File: src/rtl/irq_status_pkg.sv
package irq_status_pkg;
    localparam int SRC_W_DEF   = 11;
    localparam int GEN_BIT_DEF = 11;

    localparam int SRC_DEVICE  = 0;
    localparam int SRC_CRIT    = 1;
    localparam int SRC_ERR     = 2;
    localparam int SRC_LINK    = 3;

    typedef enum logic [0:0] {
        IRQ_QUIET  = 1'b0,
        IRQ_RAISED = 1'b1
    } irq_state_e;
endpackage

File: src/rtl/status_bank.sv
module status_bank #(
    parameter int SRC_W = irq_status_pkg::SRC_W_DEF
) (
    input  logic             clk,
    input  logic             rst_n,
    input  logic [SRC_W-1:0] event_i,
    input  logic             clr_wr_i,
    input  logic [SRC_W-1:0] clr_data_i,
    output logic [SRC_W-1:0] status_o
);
    for (genvar i = 0; i < SRC_W; i++) begin : g_bit
        logic bit_q;
        logic keep;

        // a written zero drops the bit, a written one keeps it
        assign keep = clr_wr_i ? (bit_q & clr_data_i[i]) : bit_q;

        always_ff @(posedge clk) begin
            if (!rst_n) begin
                bit_q <= 1'b0;
            end else begin
                // a new event wins over a clear in the same cycle
                bit_q <= keep | event_i[i];
            end
        end

        assign status_o[i] = bit_q;
    end
endmodule

File: src/rtl/mask_bank.sv
module mask_bank #(
    parameter int SRC_W = irq_status_pkg::SRC_W_DEF
) (
    input  logic             clk,
    input  logic             rst_n,
    input  logic             mask_wr_i,
    input  logic [SRC_W-1:0] mask_data_i,
    input  logic             en_wr_i,
    input  logic             en_data_i,
    output logic [SRC_W-1:0] mask_o,
    output logic             gen_en_o
);
    always_ff @(posedge clk) begin
        if (!rst_n) begin
            mask_o <= '1;
        end else if (mask_wr_i) begin
            mask_o <= mask_data_i;
        end
    end

    always_ff @(posedge clk) begin
        if (!rst_n) begin
            gen_en_o <= 1'b0;
        end else if (en_wr_i) begin
            gen_en_o <= en_data_i;
        end
    end
endmodule

File: src/rtl/irq_fsm.sv
module irq_fsm
    import irq_status_pkg::*;
#(
    parameter int SRC_W = irq_status_pkg::SRC_W_DEF
) (
    input  logic             clk,
    input  logic             rst_n,
    input  logic [SRC_W-1:0] status_i,
    input  logic [SRC_W-1:0] mask_i,
    input  logic             gen_en_i,
    output logic             irq_o
);
    irq_state_e state_q;
    irq_state_e state_d;
    logic       pending;

    assign pending = (|(status_i & ~mask_i)) & gen_en_i;

    always_ff @(posedge clk) begin
        if (!rst_n) begin
            state_q <= IRQ_QUIET;
        end else begin
            state_q <= state_d;
        end
    end

    always_comb begin
        state_d = state_q;
        unique case (state_q)
            IRQ_QUIET:  if (pending)  state_d = IRQ_RAISED;
            IRQ_RAISED: if (!pending) state_d = IRQ_QUIET;
            default:    state_d = IRQ_QUIET;
        endcase
    end

    always_comb begin
        irq_o = 1'b0;
        unique case (state_q)
            IRQ_QUIET:  irq_o = 1'b0;
            IRQ_RAISED: irq_o = 1'b1;
            default:    irq_o = 1'b0;
        endcase
    end
endmodule

File: src/rtl/irq_status_unit.sv
module irq_status_unit #(
    parameter int SRC_W   = irq_status_pkg::SRC_W_DEF,
    parameter int GEN_BIT = irq_status_pkg::GEN_BIT_DEF,
    localparam int DATA_W = GEN_BIT + 1
) (
    input  logic              clk,
    input  logic              rst_n,
    input  logic [SRC_W-1:0]  event_i,
    input  logic              stat_wr_i,
    input  logic              mask_wr_i,
    input  logic              en_wr_i,
    input  logic [DATA_W-1:0] wdata_i,
    output logic [SRC_W-1:0]  status_o,
    output logic [SRC_W-1:0]  mask_o,
    output logic              gen_en_o,
    output logic              irq_o
);
    logic [SRC_W-1:0] reg_data;
    logic             en_bit;

    assign reg_data = wdata_i[SRC_W-1:0];
    assign en_bit   = wdata_i[GEN_BIT];

    status_bank #(.SRC_W(SRC_W)) u_status (
        .clk        (clk),
        .rst_n      (rst_n),
        .event_i    (event_i),
        .clr_wr_i   (stat_wr_i),
        .clr_data_i (reg_data),
        .status_o   (status_o)
    );

    mask_bank #(.SRC_W(SRC_W)) u_mask (
        .clk         (clk),
        .rst_n       (rst_n),
        .mask_wr_i   (mask_wr_i),
        .mask_data_i (reg_data),
        .en_wr_i     (en_wr_i),
        .en_data_i   (en_bit),
        .mask_o      (mask_o),
        .gen_en_o    (gen_en_o)
    );

    irq_fsm #(.SRC_W(SRC_W)) u_fsm (
        .clk      (clk),
        .rst_n    (rst_n),
        .status_i (status_o),
        .mask_i   (mask_o),
        .gen_en_i (gen_en_o),
        .irq_o    (irq_o)
    );
endmodule

File: config.mk
export PLATFORM = sky130hd
export DESIGN_NAME = irq_status_unit
export DESIGN_NICKNAME = d
export VERILOG_FILES = /design/src/rtl/irq_status_pkg.sv /design/src/rtl/status_bank.sv /design/src/rtl/mask_bank.sv /design/src/rtl/irq_fsm.sv /design/src/rtl/irq_status_unit.sv
export SDC_FILE = /design/constraint.sdc
export NUM_CORES = 1
export LEC_CHECK = 0
export BUFFER_PORTS_ARGS = -buffer_cell sky130_fd_sc_hd__buf_2
export CAP_MARGIN = 20
export CORE_MARGIN = 2
export CORE_UTILIZATION = 30
export CTS_CLUSTER_DIAMETER = 100
export CTS_CLUSTER_SIZE = 28
export DETAILED_ROUTE_END_ITERATION = 6
export GPL_TIMING_DRIVEN = 1
export PLACE_DENSITY = 0.59
export SLEW_MARGIN = 20
export SYNTH_ARGS = -nofsm -noshare
export SYNTH_HDL_FRONTEND = slang
export SYNTH_SLANG_ARGS = --single-unit
File: constraint.sdc
create_clock -name clk -period 1.1 [get_ports clk]
set_input_delay 0.33 -clock clk [delete_from_list [all_inputs] [get_ports clk]]
set_output_delay 0.33 -clock clk [all_outputs]
set_load 0.02 [all_outputs]
==> impl_metrics.tcl <==
set metrics [dict create \
    syn_area_per_cell_um2 8.97 \
    tightest_slew_ns 0.366 \
    yosysWarnings 0 \
    synthArstFlopShare_pct 0 \
    synth_cell_types 16 \
    via_count 950 \
    critPathMaxStageDelay_ns 0.37 \
    h-tree-depth 1 \
    ios 52 \
    holdCritPathClass "in -> reg" \
    routedWlPerCell_um 11.6 \
    seq_area_frac_synth_pct 47.0 \
    dieArea_um2 3890 \
    clkLatencyLatePin_ns 0.31 \
    maxSlewViolCount 0 \
    cts_hold_buf 0 \
    drv_cap 0 \
    max_freq_mhz 773 \
    die_w_um 62.4 \
    drive_above_1_share_pct 55.3 \
    start_util_pct 30.9 \
    drc_errors 0 \
    final-hold-violation-count 0 \
    core_um2 3310 \
    path_clk_slew_ns 0.12 \
    synth_commonest_cells "dfxtp_1, inv_1, a21oi_1" \
    grt_usage_pct 13.7 \
    crit_family "compound AO/OA/AOI/OAI gates" \
    synth_top_area_share_pct 47.0 \
    cp_slowest_cell "dfxtp_4" \
    max_slew_margin_pct 75.6 \
    synthesis.instances 114 \
    grt_pass1_wl_mm 4.31 \
    synth_ff_type "dfxtp_1" \
    cts-root-buf "clkbuf_4" \
    path_cells "inv_2 > a222oi_1 > o2111ai_1 > o311a_1" \
    first_iter_violations 34 \
    antenna_found_initial 0 \
    end_kind "flop" \
    fillers 340 \
    fin_crit_sh_pct 118 \
    num-nets-final 199 \
    cts_buffers 3 \
    irDropWorstVdd_mv 0.719 \
    start_kind "flop" \
    worstPathArrival_ns 1.50 \
    drtPass1Iterations 4 \
    grt_max_degree 25 \
    synth_area_leaders "dfxtp_1, buf_4, mux2i_1" \
    cts_tree "built" \
    drtAntennaViolNets 0 \
    syn_to_final_growth_pct 54.1 \
    power_density_nw_per_um2 1160 \
    synth_edf_count 0 \
    syn-num-nets 142 \
    synth-seq-cells 24 \
    grt_overflow 0 \
    post-place-ws_ns -0.221 \
    synth_area_um2 1020 \
    fin_crit_ns 1.29 \
    cts_buffer_depth 2 \
    skew_ns 0.00235 \
    outcome "finished with violations" \
    viasPerCell 4.40 \
    setup_viol 25 \
    cts_num_sinks 24 \
    synth_top_area_cell "dfxtp_1" \
    grt_pass1_vias 990 \
    setup_tns_ns -0.959 \
    rsz0062_at_grt "yes" \
    critPathBufInv 1 \
    required_ns 1.31 \
    violations "negative setup slack" \
    io_buffer_count 51 \
    criticalPathCategory "reg -> reg" \
    worstPathMaxFanout 2 \
    die_h_um 62.4 \
    synth_most_common_cell "dfxtp_1" \
    setup_ws_ns -0.193 \
    row_count 21 \
    place.gp.congestion 0.756 \
    hpwl_mm 1.84 \
    leakagePower_nw 0.771 \
    hold_ws_ns 0.220 \
    wl_mm 2.52 \
    diodes 0 \
]
[report_power, final]
| group | total, W | internal (W) | switching [W] |
|---|---|---|---|
| Clock | 0.000392 | 0.000141 | 0.000250 |
| Combinational | 0.000458 | 0.000250 | 0.000208 |
| Sequential | 0.000977 | 0.000936 | 0.0000416 |
[kinds of logic after synthesis]
logic type             Yosys count  synth area share (%)
and+or+nand+nor                 28                  14.4
buffers and inverters           29                  14.9
AOI/OAI and AO/OA               25                  15.8
DFF                             24                  47.0
muxes                            8                  7.83
[per-stage QoR]
stage	area [um2]	utilization, %	power, W	std cells
after floorplan	1030	-	0.00121	114
after global placement	1310	39.4	0.00133	202
after detailed placement	1310	39.4	0.00134	202
after CTS	1560	47.1	0.00185	214
after global routing	1580	47.6	0.00194	216
final	1580	47.6	0.00183	216
[path summary, 6_finish.rpt]
path	cells past startpoint	slack [ns]	from	end
worst max-delay path	4	-0.19	u_mask.mask_o[7]	u_fsm.state_q
worst min-delay path	2	0.22	event_i[5]	u_status.g_bit[5].bit_q
worst min register to register	2	0.51	u_mask.mask_o[7]	u_mask.mask_o[7]
worst max register to register	4	-0.19	u_mask.mask_o[7]	u_fsm.state_q
[registers in the layout, indices dropped and copies added, names as in the netlist]
register and cells:
u_mask.mask_o 11, u_status.g_bit.bit_q 11, u_fsm.state_q 1, u_mask.gen_en_o 1
[cell type report]
cell class	instances	area [um2]	area share [%]
Sequential cell	24	513	32.6
Tap cell	46	57.6	3.65
Clock buffer	4	26.3	1.67
Inverter	13	48.8	3.10
Timing Repair Buffer	68	541	34.3
Multi-Input combinational cell	61	389	24.7
[layer usage]
metal	vias to the layer above	share of wire, %	global-route usage [%]
met5	-	0	0
met4	0	0	3.33
met3	0	5.3	3.78
met2	31	51	25.1
met1	446	44	15.7
li1	473	-	-
[worst register-to-register path: stages, from the launching register on]
cell and delay (ns):
dfxtp_4 0.37, inv_2 0.03, a222oi_1 0.31, o2111ai_1 0.17, o311a_1 0.31
[placed cells by master (no fill, tap or decap)]
| master | count |
|---|---|
| a21oi_1 | 12 |
| a222oi_1 | 1 |
| buf_12 | 1 |
| buf_2 | 29 |
| buf_4 | 14 |
| buf_6 | 24 |
| clkbuf_1 | 1 |
| clkbuf_4 | 3 |
| dfxtp_1 | 2 |
| dfxtp_2 | 20 |
| dfxtp_4 | 2 |
| inv_1 | 12 |
| inv_2 | 1 |
| mux2i_1 | 8 |
| nand2_1 | 11 |
| nand2b_1 | 8 |
| nor2b_1 | 9 |
| o2111ai_1 | 1 |
| o211ai_1 | 4 |
| o21a_1 | 4 |
| o22ai_1 | 2 |
| o311a_1 | 1 |
[repair_timing]
item,in CTS,in global routing
buffers inserted,8,2
pin swaps,1,2
gates resized for setup,65,1
gates cloned,0,0
endpoints found under the setup margin,25,25
No activity file was read; power rests on OpenSTA's default activity.
